[src/rtl/nand_seq_pkg.sv]
package nand_seq_pkg;

    localparam logic [7:0] OP_READ        = 8'h00;
    localparam logic [7:0] OP_READ_CONF   = 8'h30;
    localparam logic [7:0] OP_RDOUT       = 8'h05;
    localparam logic [7:0] OP_RDOUT_CONF  = 8'hE0;
    localparam logic [7:0] OP_PROG        = 8'h10;
    localparam logic [7:0] OP_CPROG       = 8'h15;
    localparam logic [7:0] OP_ERASE_A     = 8'h60;
    localparam logic [7:0] OP_ERASE_B     = 8'hD0;
    localparam logic [7:0] OP_SEQ_IN      = 8'h80;
    localparam logic [7:0] OP_RND_IN      = 8'h85;
    localparam logic [7:0] OP_STATUS      = 8'h70;
    localparam logic [7:0] OP_RESET       = 8'hFF;
    localparam logic [7:0] OP_ID          = 8'h90;
    localparam logic [7:0] OP_PARAM       = 8'hEC;
    localparam logic [7:0] OP_GETF        = 8'hEE;
    localparam logic [7:0] OP_SETF        = 8'hEF;

    typedef enum logic [3:0] {
        ST_IDLE, ST_PRE_RDY, ST_CMD, ST_COL0, ST_COL1, ST_ROW0, ST_ROW1,
        ST_ROW2, ST_CONF, ST_TWB, ST_POST_RDY, ST_FINISH
    } seq_state_e;

    // How a command ends once its address bytes are out
    typedef enum logic [1:0] {
        TAIL_WAIT, TAIL_NONE, TAIL_CONF_WAIT, TAIL_CONF_NOWAIT
    } tail_e;

    typedef struct packed {
        logic       is_reset;
        logic       skip_row;
        tail_e      tail;
        logic [7:0] conf;
    } cmd_class_t;

    function automatic cmd_class_t classify(input logic [7:0] op);
        cmd_class_t c;
        c.is_reset = 1'b0;
        c.skip_row = 1'b0;
        c.tail     = TAIL_WAIT;
        c.conf     = 8'h00;
        case (op)
            OP_RESET: c.is_reset = 1'b1;
            OP_READ: begin
                c.tail = TAIL_CONF_WAIT;
                c.conf = OP_READ_CONF;
            end
            OP_RDOUT: begin
                c.skip_row = 1'b1;
                c.tail     = TAIL_CONF_NOWAIT;
                c.conf     = OP_RDOUT_CONF;
            end
            OP_PROG, OP_CPROG, OP_ERASE_A, OP_ERASE_B,
            OP_SEQ_IN, OP_RND_IN, OP_STATUS: c.tail = TAIL_NONE;
            default: ;
        endcase
        return c;
    endfunction

    function automatic logic is_8bit_only(input logic [7:0] op);
        return (op == OP_ID) || (op == OP_PARAM) || (op == OP_GETF) || (op == OP_SETF);
    endfunction

endpackage

[src/rtl/nand_addr_gen.sv]
module nand_addr_gen
    import nand_seq_pkg::*;
#(
    parameter int unsigned BLOCK_W         = 12,
    parameter int unsigned PAGE_W          = 6,
    parameter int unsigned PAGES_PER_BLOCK = 64,
    parameter bit          BUS16           = 1'b0
) (
    input  logic [7:0]         opcode,
    input  logic [BLOCK_W-1:0] block_num,
    input  logic [PAGE_W-1:0]  page_num,
    input  logic [15:0]        offset,
    output logic [7:0]         col_b0,
    output logic [7:0]         col_b1,
    output logic [7:0]         row_b0,
    output logic [7:0]         row_b1,
    output logic [7:0]         row_b2
);
    localparam int unsigned ROW_W = 20;

    logic        halve;
    logic [15:0] col;
    logic [ROW_W-1:0] row;

    always_comb begin
        // word addressing on a 16-bit bus, except for byte-only opcodes
        halve  = BUS16 && !is_8bit_only(opcode);
        col    = halve ? {1'b0, offset[15:1]} : offset;
        row    = ROW_W'(32'(page_num) + 32'(block_num) * PAGES_PER_BLOCK);
        col_b0 = col[7:0];
        col_b1 = col[15:8];
        row_b0 = row[7:0];
        row_b1 = row[15:8];
        row_b2 = {4'h0, row[19:16]};
    end

endmodule

[src/rtl/nand_we_pulse.sv]
module nand_we_pulse #(
    parameter int unsigned WE_CYCLES = 2
) (
    input  logic clk,
    input  logic rst_n,
    input  logic go,
    output logic we_n,
    output logic active,
    output logic fin
);
    localparam int unsigned CNT_W = $clog2(WE_CYCLES + 1);

    typedef enum logic [1:0] {PH_IDLE, PH_LOW, PH_HIGH} phase_e;

    typedef struct packed {
        phase_e           ph;
        logic [CNT_W-1:0] cnt;
    } pulse_regs_t;

    pulse_regs_t r_d, r_q;

    always_comb begin
        r_d = r_q;
        fin = 1'b0;
        case (r_q.ph)
            PH_IDLE: if (go) begin
                r_d.ph  = PH_LOW;
                r_d.cnt = CNT_W'(WE_CYCLES - 1);
            end
            PH_LOW: if (r_q.cnt == '0) begin
                r_d.ph  = PH_HIGH;
                r_d.cnt = CNT_W'(WE_CYCLES - 1);
            end else begin
                r_d.cnt = r_q.cnt - CNT_W'(1);
            end
            PH_HIGH: if (r_q.cnt == '0) begin
                r_d.ph = PH_IDLE;
                fin    = 1'b1;
            end else begin
                r_d.cnt = r_q.cnt - CNT_W'(1);
            end
            default: r_d.ph = PH_IDLE;
        endcase
    end

    always_ff @(posedge clk or negedge rst_n) begin
        if (!rst_n) begin
            r_q.ph  <= PH_IDLE;
            r_q.cnt <= '0;
        end else begin
            r_q <= r_d;
        end
    end

    assign we_n   = (r_q.ph != PH_LOW);
    assign active = (r_q.ph != PH_IDLE);

    // a new strobe is only requested between strobes
    assert_go_when_idle_R10: assert property (@(posedge clk) disable iff (!rst_n)
        go |-> !active);

endmodule

[src/rtl/nand_cmd_seq.sv]
module nand_cmd_seq
    import nand_seq_pkg::*;
#(
    parameter int unsigned BLOCK_W         = 12,
    parameter int unsigned PAGE_W          = 6,
    parameter int unsigned PAGES_PER_BLOCK = 64,
    parameter bit          BUS16           = 1'b0,
    parameter bit          FIVE_CYC        = 1'b0,
    parameter int unsigned WE_CYCLES       = 2,
    parameter int unsigned CLK_PERIOD_PS   = 10000,
    parameter int unsigned TWB_NS          = 150
) (
    input  logic               clk,
    input  logic               rst_n,
    input  logic               start,
    input  logic [7:0]         opcode,
    input  logic [BLOCK_W-1:0] block_num,
    input  logic [PAGE_W-1:0]  page_num,
    input  logic [15:0]        offset,
    output logic               busy,
    output logic               done,
    output logic               nand_ce_n,
    output logic               nand_cle,
    output logic               nand_ale,
    output logic               nand_we_n,
    output logic [7:0]         nand_io,
    input  logic               nand_rb_n
);
    localparam int unsigned TWB_CYC = (TWB_NS * 1000 + CLK_PERIOD_PS - 1) / CLK_PERIOD_PS;
    localparam int unsigned TWB_W   = $clog2(TWB_CYC + 1);

    typedef struct packed {
        seq_state_e         state;
        logic [7:0]         op;
        logic [BLOCK_W-1:0] blk;
        logic [PAGE_W-1:0]  pg;
        logic [15:0]        offs;
        logic [TWB_W-1:0]   twb;
    } seq_regs_t;

    seq_regs_t  r_d, r_q;
    cmd_class_t cls;
    seq_state_e after_addr, byte_next;
    logic       pulse_go, pulse_active, pulse_fin;
    logic [7:0] col_b0, col_b1, row_b0, row_b1, row_b2;

    nand_addr_gen #(
        .BLOCK_W(BLOCK_W), .PAGE_W(PAGE_W),
        .PAGES_PER_BLOCK(PAGES_PER_BLOCK), .BUS16(BUS16)
    ) u_addr (
        .opcode(r_q.op), .block_num(r_q.blk), .page_num(r_q.pg), .offset(r_q.offs),
        .col_b0(col_b0), .col_b1(col_b1),
        .row_b0(row_b0), .row_b1(row_b1), .row_b2(row_b2)
    );

    nand_we_pulse #(.WE_CYCLES(WE_CYCLES)) u_pulse (
        .clk(clk), .rst_n(rst_n), .go(pulse_go),
        .we_n(nand_we_n), .active(pulse_active), .fin(pulse_fin)
    );

    // successor of each byte-latch state
    always_comb begin
        cls = classify(r_q.op);
        case (cls.tail)
            TAIL_NONE:                        after_addr = ST_FINISH;
            TAIL_CONF_WAIT, TAIL_CONF_NOWAIT: after_addr = ST_CONF;
            default:                          after_addr = ST_TWB;
        endcase
        case (r_q.state)
            ST_CMD:  byte_next = cls.is_reset ? ST_TWB : ST_COL0;
            ST_COL0: byte_next = ST_COL1;
            ST_COL1: byte_next = cls.skip_row ? ST_CONF : ST_ROW0;
            ST_ROW0: byte_next = ST_ROW1;
            ST_ROW1: byte_next = FIVE_CYC ? ST_ROW2 : after_addr;
            ST_ROW2: byte_next = after_addr;
            ST_CONF: byte_next = (cls.tail == TAIL_CONF_WAIT) ? ST_TWB : ST_FINISH;
            default: byte_next = ST_IDLE;
        endcase
    end

    always_comb begin
        r_d      = r_q;
        pulse_go = 1'b0;
        case (r_q.state)
            ST_IDLE: if (start) begin
                r_d.state = ST_PRE_RDY;
                r_d.op    = opcode;
                r_d.blk   = block_num;
                r_d.pg    = page_num;
                r_d.offs  = offset;
            end
            ST_PRE_RDY: if (nand_rb_n) r_d.state = ST_CMD;
            ST_CMD, ST_COL0, ST_COL1, ST_ROW0, ST_ROW1, ST_ROW2, ST_CONF: begin
                pulse_go = !pulse_active;
                if (pulse_fin) r_d.state = byte_next;
            end
            ST_TWB: if (r_q.twb == '0) r_d.state = ST_POST_RDY;
                    else r_d.twb = r_q.twb - TWB_W'(1);
            ST_POST_RDY: if (nand_rb_n) r_d.state = ST_FINISH;
            ST_FINISH: r_d.state = ST_IDLE;
            default:   r_d.state = ST_IDLE;
        endcase
        if (r_d.state == ST_TWB && r_q.state != ST_TWB)
            r_d.twb = TWB_W'(TWB_CYC - 1);
    end

    always_ff @(posedge clk or negedge rst_n) begin
        if (!rst_n) begin
            r_q.state <= ST_IDLE;
            r_q.op    <= '0;
            r_q.blk   <= '0;
            r_q.pg    <= '0;
            r_q.offs  <= '0;
            r_q.twb   <= '0;
        end else begin
            r_q <= r_d;
        end
    end

    // pin decode from the registered state
    always_comb begin
        nand_cle = 1'b0;
        nand_ale = 1'b0;
        nand_io  = 8'h00;
        case (r_q.state)
            ST_CMD:  begin nand_cle = 1'b1; nand_io = r_q.op;   end
            ST_CONF: begin nand_cle = 1'b1; nand_io = cls.conf; end
            ST_COL0: begin nand_ale = 1'b1; nand_io = col_b0;   end
            ST_COL1: begin nand_ale = 1'b1; nand_io = col_b1;   end
            ST_ROW0: begin nand_ale = 1'b1; nand_io = row_b0;   end
            ST_ROW1: begin nand_ale = 1'b1; nand_io = row_b1;   end
            ST_ROW2: begin nand_ale = 1'b1; nand_io = row_b2;   end
            default: ;
        endcase
    end

    assign busy      = (r_q.state != ST_IDLE);
    assign done      = (r_q.state == ST_FINISH);
    assign nand_ce_n = (r_q.state == ST_IDLE);

    // ---------------- checks ----------------
    logic [15:0] low_run_q, since_low_q;
    always_ff @(posedge clk or negedge rst_n) begin
        if (!rst_n) begin
            low_run_q   <= '0;
            since_low_q <= '0;
        end else begin
            low_run_q   <= nand_we_n ? 16'd0 : low_run_q + 16'd1;
            since_low_q <= !nand_we_n ? 16'd0 :
                           (since_low_q == 16'hFFFF ? since_low_q : since_low_q + 16'd1);
        end
    end

    assert_ready_gate_R1: assert property (@(posedge clk) disable iff (!rst_n)
        (r_q.state == ST_PRE_RDY && !nand_rb_n) |=> (r_q.state == ST_PRE_RDY));

    assert_latch_exclusive_R2: assert property (@(posedge clk) disable iff (!rst_n)
        !(nand_cle && nand_ale));

    assert_guard_elapsed_R9: assert property (@(posedge clk) disable iff (!rst_n)
        $rose(r_q.state == ST_POST_RDY) |-> (32'(since_low_q) >= TWB_CYC));

    assert_low_width_R10: assert property (@(posedge clk) disable iff (!rst_n)
        $rose(nand_we_n) |-> (32'(low_run_q) == WE_CYCLES));

    assert_bus_stable_R10: assert property (@(posedge clk) disable iff (!rst_n)
        !nand_we_n |=> ($stable(nand_io) && $stable(nand_cle) && $stable(nand_ale)));

    assert_done_single_R11: assert property (@(posedge clk) disable iff (!rst_n)
        done |=> !done);

    assert_start_ignored_R11: assert property (@(posedge clk) disable iff (!rst_n)
        (busy && start) |=> ($stable(r_q.op) && $stable(r_q.offs)));

    assert_idle_pins_R12: assert property (@(posedge clk) disable iff (!rst_n)
        !busy |-> (nand_ce_n && nand_we_n && !nand_cle && !nand_ale && !done));

endmodule

[config.mk]
export PLATFORM = sky130hd
export DESIGN_NAME = nand_cmd_seq
export DESIGN_NICKNAME = d
export VERILOG_FILES = /design/src/rtl/nand_seq_pkg.sv /design/src/rtl/nand_addr_gen.sv /design/src/rtl/nand_we_pulse.sv /design/src/rtl/nand_cmd_seq.sv
export SDC_FILE = /design/constraint.sdc
export NUM_CORES = 1
export LEC_CHECK = 0
export ABC_AREA = 0
export CAP_MARGIN = 30
export CORE_MARGIN = 3
export CORE_UTILIZATION = 45
export CTS_CLUSTER_SIZE = 20
export DETAILED_ROUTE_END_ITERATION = 10
export GPL_TIMING_DRIVEN = 0
export PLACE_DENSITY = 0.71
export RECOVER_POWER = 50
export SLEW_MARGIN = 10
export SYNTH_ARGS = -nofsm -noshare
export SYNTH_HDL_FRONTEND = slang
export SYNTH_SLANG_ARGS = --single-unit
[constraint.sdc]
create_clock -name clk -period 2.9 [get_ports clk]
set_input_delay 0.87 -clock clk [delete_from_list [all_inputs] [get_ports clk]]
set_output_delay 0.87 -clock clk [all_outputs]
set_load 0.02 [all_outputs]
==> flow_summary.ini <==
[timing]
fin_crit_sh_pct = 98.9
setup_ws_ns = 0.0316
rsz0062_at_grt = yes
max_freq_mhz = 349
finalMaxSlewViolations = 0
hold_viol_final = 0
slew_headroom_pct = 22.3
min_period_ns = 2.87
setup_violations = 0
tightestPinTransition_ns = 1.17
skew_ns = 0.00726

[clocking]
ctsRootBufferMaster = clkbuf_8
cts-buffers-inserted = 5
clkTransAtPathRegs_ns = 0.10
cts_max_level = 2
cts_tree = built
clockBufferDepth = 2
clock_latency_ns = 0.32
clock_sinks = 54

[yosys]
synth_compound_area_share_pct = 13.0
synthCells = 273
synth-seq-cells = 54
synth_top_family_by_area = simple AND/OR/NAND/NOR gates
synth_area_um2 = 3040
synth_edf_count = 0
synthFlopType = dfrtp_1
ys_top_cells_by_area = dfrtp_1, mux2_2, ha_1
syn_avg_cell_area_um2 = 11.1
yosysSeqAreaShare_pct = 44.4
synthTopCellsByCount = dfrtp_1, mux2_2, nand2_1, nor2_1, inv_1
synth_fa_ha_area_share_pct = 2.88
syn-num-nets = 326
yosys.area.top_type_share_pct = 44.4
yosysUniqueCellTypes = 58
yosys.area.top_type = dfrtp_1
yosysWarnings = 0
synth_xor_area_share_pct = 1.44
synth.most_common_cell = dfrtp_1
postSynth.asyncResetShare_pct = 100
synth.mux.area_fraction_pct = 16.6
synth_simple_gate_area_share_pct = 17.4

[grt]
grt_overflow = 0
grt_pass1_vias = 2505
grt_max_degree = 33
antenna_found_initial = 0
grt_pass1_wl_mm = 12.2
grtUsageTotal_pct = 20.2

[routing]
drt_wl_total_mm = 7.48
ant_nets = 0
wl_per_cell_um = 17.5
drcViolationCount = 0
viasPerCell = 5.86
first_pass_iters = 5
vias = 2501
first_iter_violations = 205

[finish]
final_cell_area_um2 = 3950
stdcell_count = 427
nNetsFinal = 402
diodes = 0
drive_above_1_share_pct = 26.9
syn2layout_area_growth_pct = 29.8

[flow_run]
cap_violations = 0

[worst_setup_path]
critPathMaxFanout = 10
critPathCaptureType = primary output
required_ns = 2.03
start_kind = flop
crit_type = reg -> out
arrival_ns = 2.00

[pwr]
ir_drop_mv = 0.483
p_leak_nw = 1.72
powerDensity_nw_per_um2 = 971
p_total_mw = 3.84

[placed_design]
gp_congestion = 0.872
port_buffers = 59
dp.cells = 410
pre_cts_ws_ns = -0.850
post-dp-hpwl_mm = 5.51
dpl_cell_area_um2 = 3740

[floorplanning]
placementRows = 29
io_pins = 60
die_h_um = 88.2
dieWidth_um = 88.2
core-area_um2 = 6460
initial_utilization_pct = 47.1
dieArea_um2 = 7780

[worst_hold_path]
hold_path_class = reg -> reg

[status]
status = finished, final reports clean
==> stage by stage <==
stage	hold slack (ns)	setup TNS, ns	util (%)
after floorplan	0.474	0	-
after global placement	0.486	-44.82	57.7
after detailed placement	0.494	-6.12	58.0
after CTS	0.517	0	61.0
after global routing	0.530	-0.0103	61.2
final	0.513	0	61.2
==> cells in the final DEF (no fill, tap or decap), types with 3 or more instances in the layout <==
cell type        Yosys  routed
dfrtp_1             54      52
clkdlybuf4s50_1      0      47
mux2_2              44      44
nand2_1             20      19
nor2_1              14      14
inv_1               11      11
a22oi_1             10      10
nand3_1              9       9
buf_4                1       8
a21oi_1              7       7
ha_1                 7       7
buf_6                2       6
buf_2                4       6
clkbuf_8             0       6
clkbuf_1             4       5
nand4_1              5       5
a31oi_1              5       5
o21ai_0              5       5
xnor2_1              4       4
dlymetal6s2s_1       1       4
a32oi_1              3       3
o22ai_1              3       3
nor2b_1              4       3
nand2b_1             3       3
nor3_1               3       3
and2_1               5       3
a222oi_1             3       3
==> where the power goes <==
group	total [mW]	internal, mW	switching [mW]
clock	0.453	0.197	0.256
combinational	2.01	1.00	1.01
sequential	1.38	1.10	0.271
total	3.84	2.30	1.53
==> critical path, cell delays in order, from the launching register on <==
cell,delay (ns)
dfrtp_2,0.43
buf_6,0.15
buf_6,0.14
nand2_2,0.09
nor3_4,0.05
buf_12,0.14
a22o_1,0.18
a31oi_1,0.20
o21ai_1,0.13
buf_4,0.18
==> worst paths after layout <==
check	from	end	slack (ns)	cells past startpoint
min in group asynchronous	rst_n	r_q[39]	0.76	1
min	r_q[17]	r_q[17]	0.51	1
min reg2reg	r_q[17]	r_q[17]	0.51	1
max in group asynchronous	rst_n	r_q[47]	0.70	2
max reg2reg	r_q[47]	r_q[0]	0.49	7
max	r_q[47]	nand_io[5]	0.03	9
==> logic make-up (layout without fill, tap and decap cells) <==
group                    count (synthesis)  in the layout
AO/OA/AOI/OAI                           54             54
XOR/XNOR                                 5              5
adder cells (fa/ha/maj)                  7              7
buffers and inverters                   26            103
flip-flops                              54             54
multiplexers                            45             45
AND/OR/NAND/NOR                         82             82
==> flip-flops by register name (all words and copies together), names as in the netlist <==
| name | flops |
|---|---|
| u_pulse.r_q | 4 |
| r_q | 50 |
==> metal layers <==
layer	wire length [um]	global-route usage (%)	up-vias
met1	3160	26.6	1213
met3	404	3.17	20
li1	-	-	1164
met5	0	0	-
met4	210	7.69	0
met2	3700	33.7	104
==> timing repair <==
item | in CTS | in global routing
gates cloned | 0 | 0
endpoints found under the setup margin | 11 | 10
hold buffers | 0 | 0
resized for setup | 35 | 14
buffers inserted | 9 | 2
pin swaps | 5 | 3
==> area by class of cell <==
type / instances / area, um^2
fill: 530 / 2510
buffer: 14 / 103
timing repair buffer: 70 / 672
inverter: 11 / 41.3
multi-input combinational: 193 / 1590
clock buffer: 6 / 82.6
tap: 77 / 96.3
clock inverter: 2 / 16.3
sequential: 54 / 1350
Power figures use the tool's default switching activity.
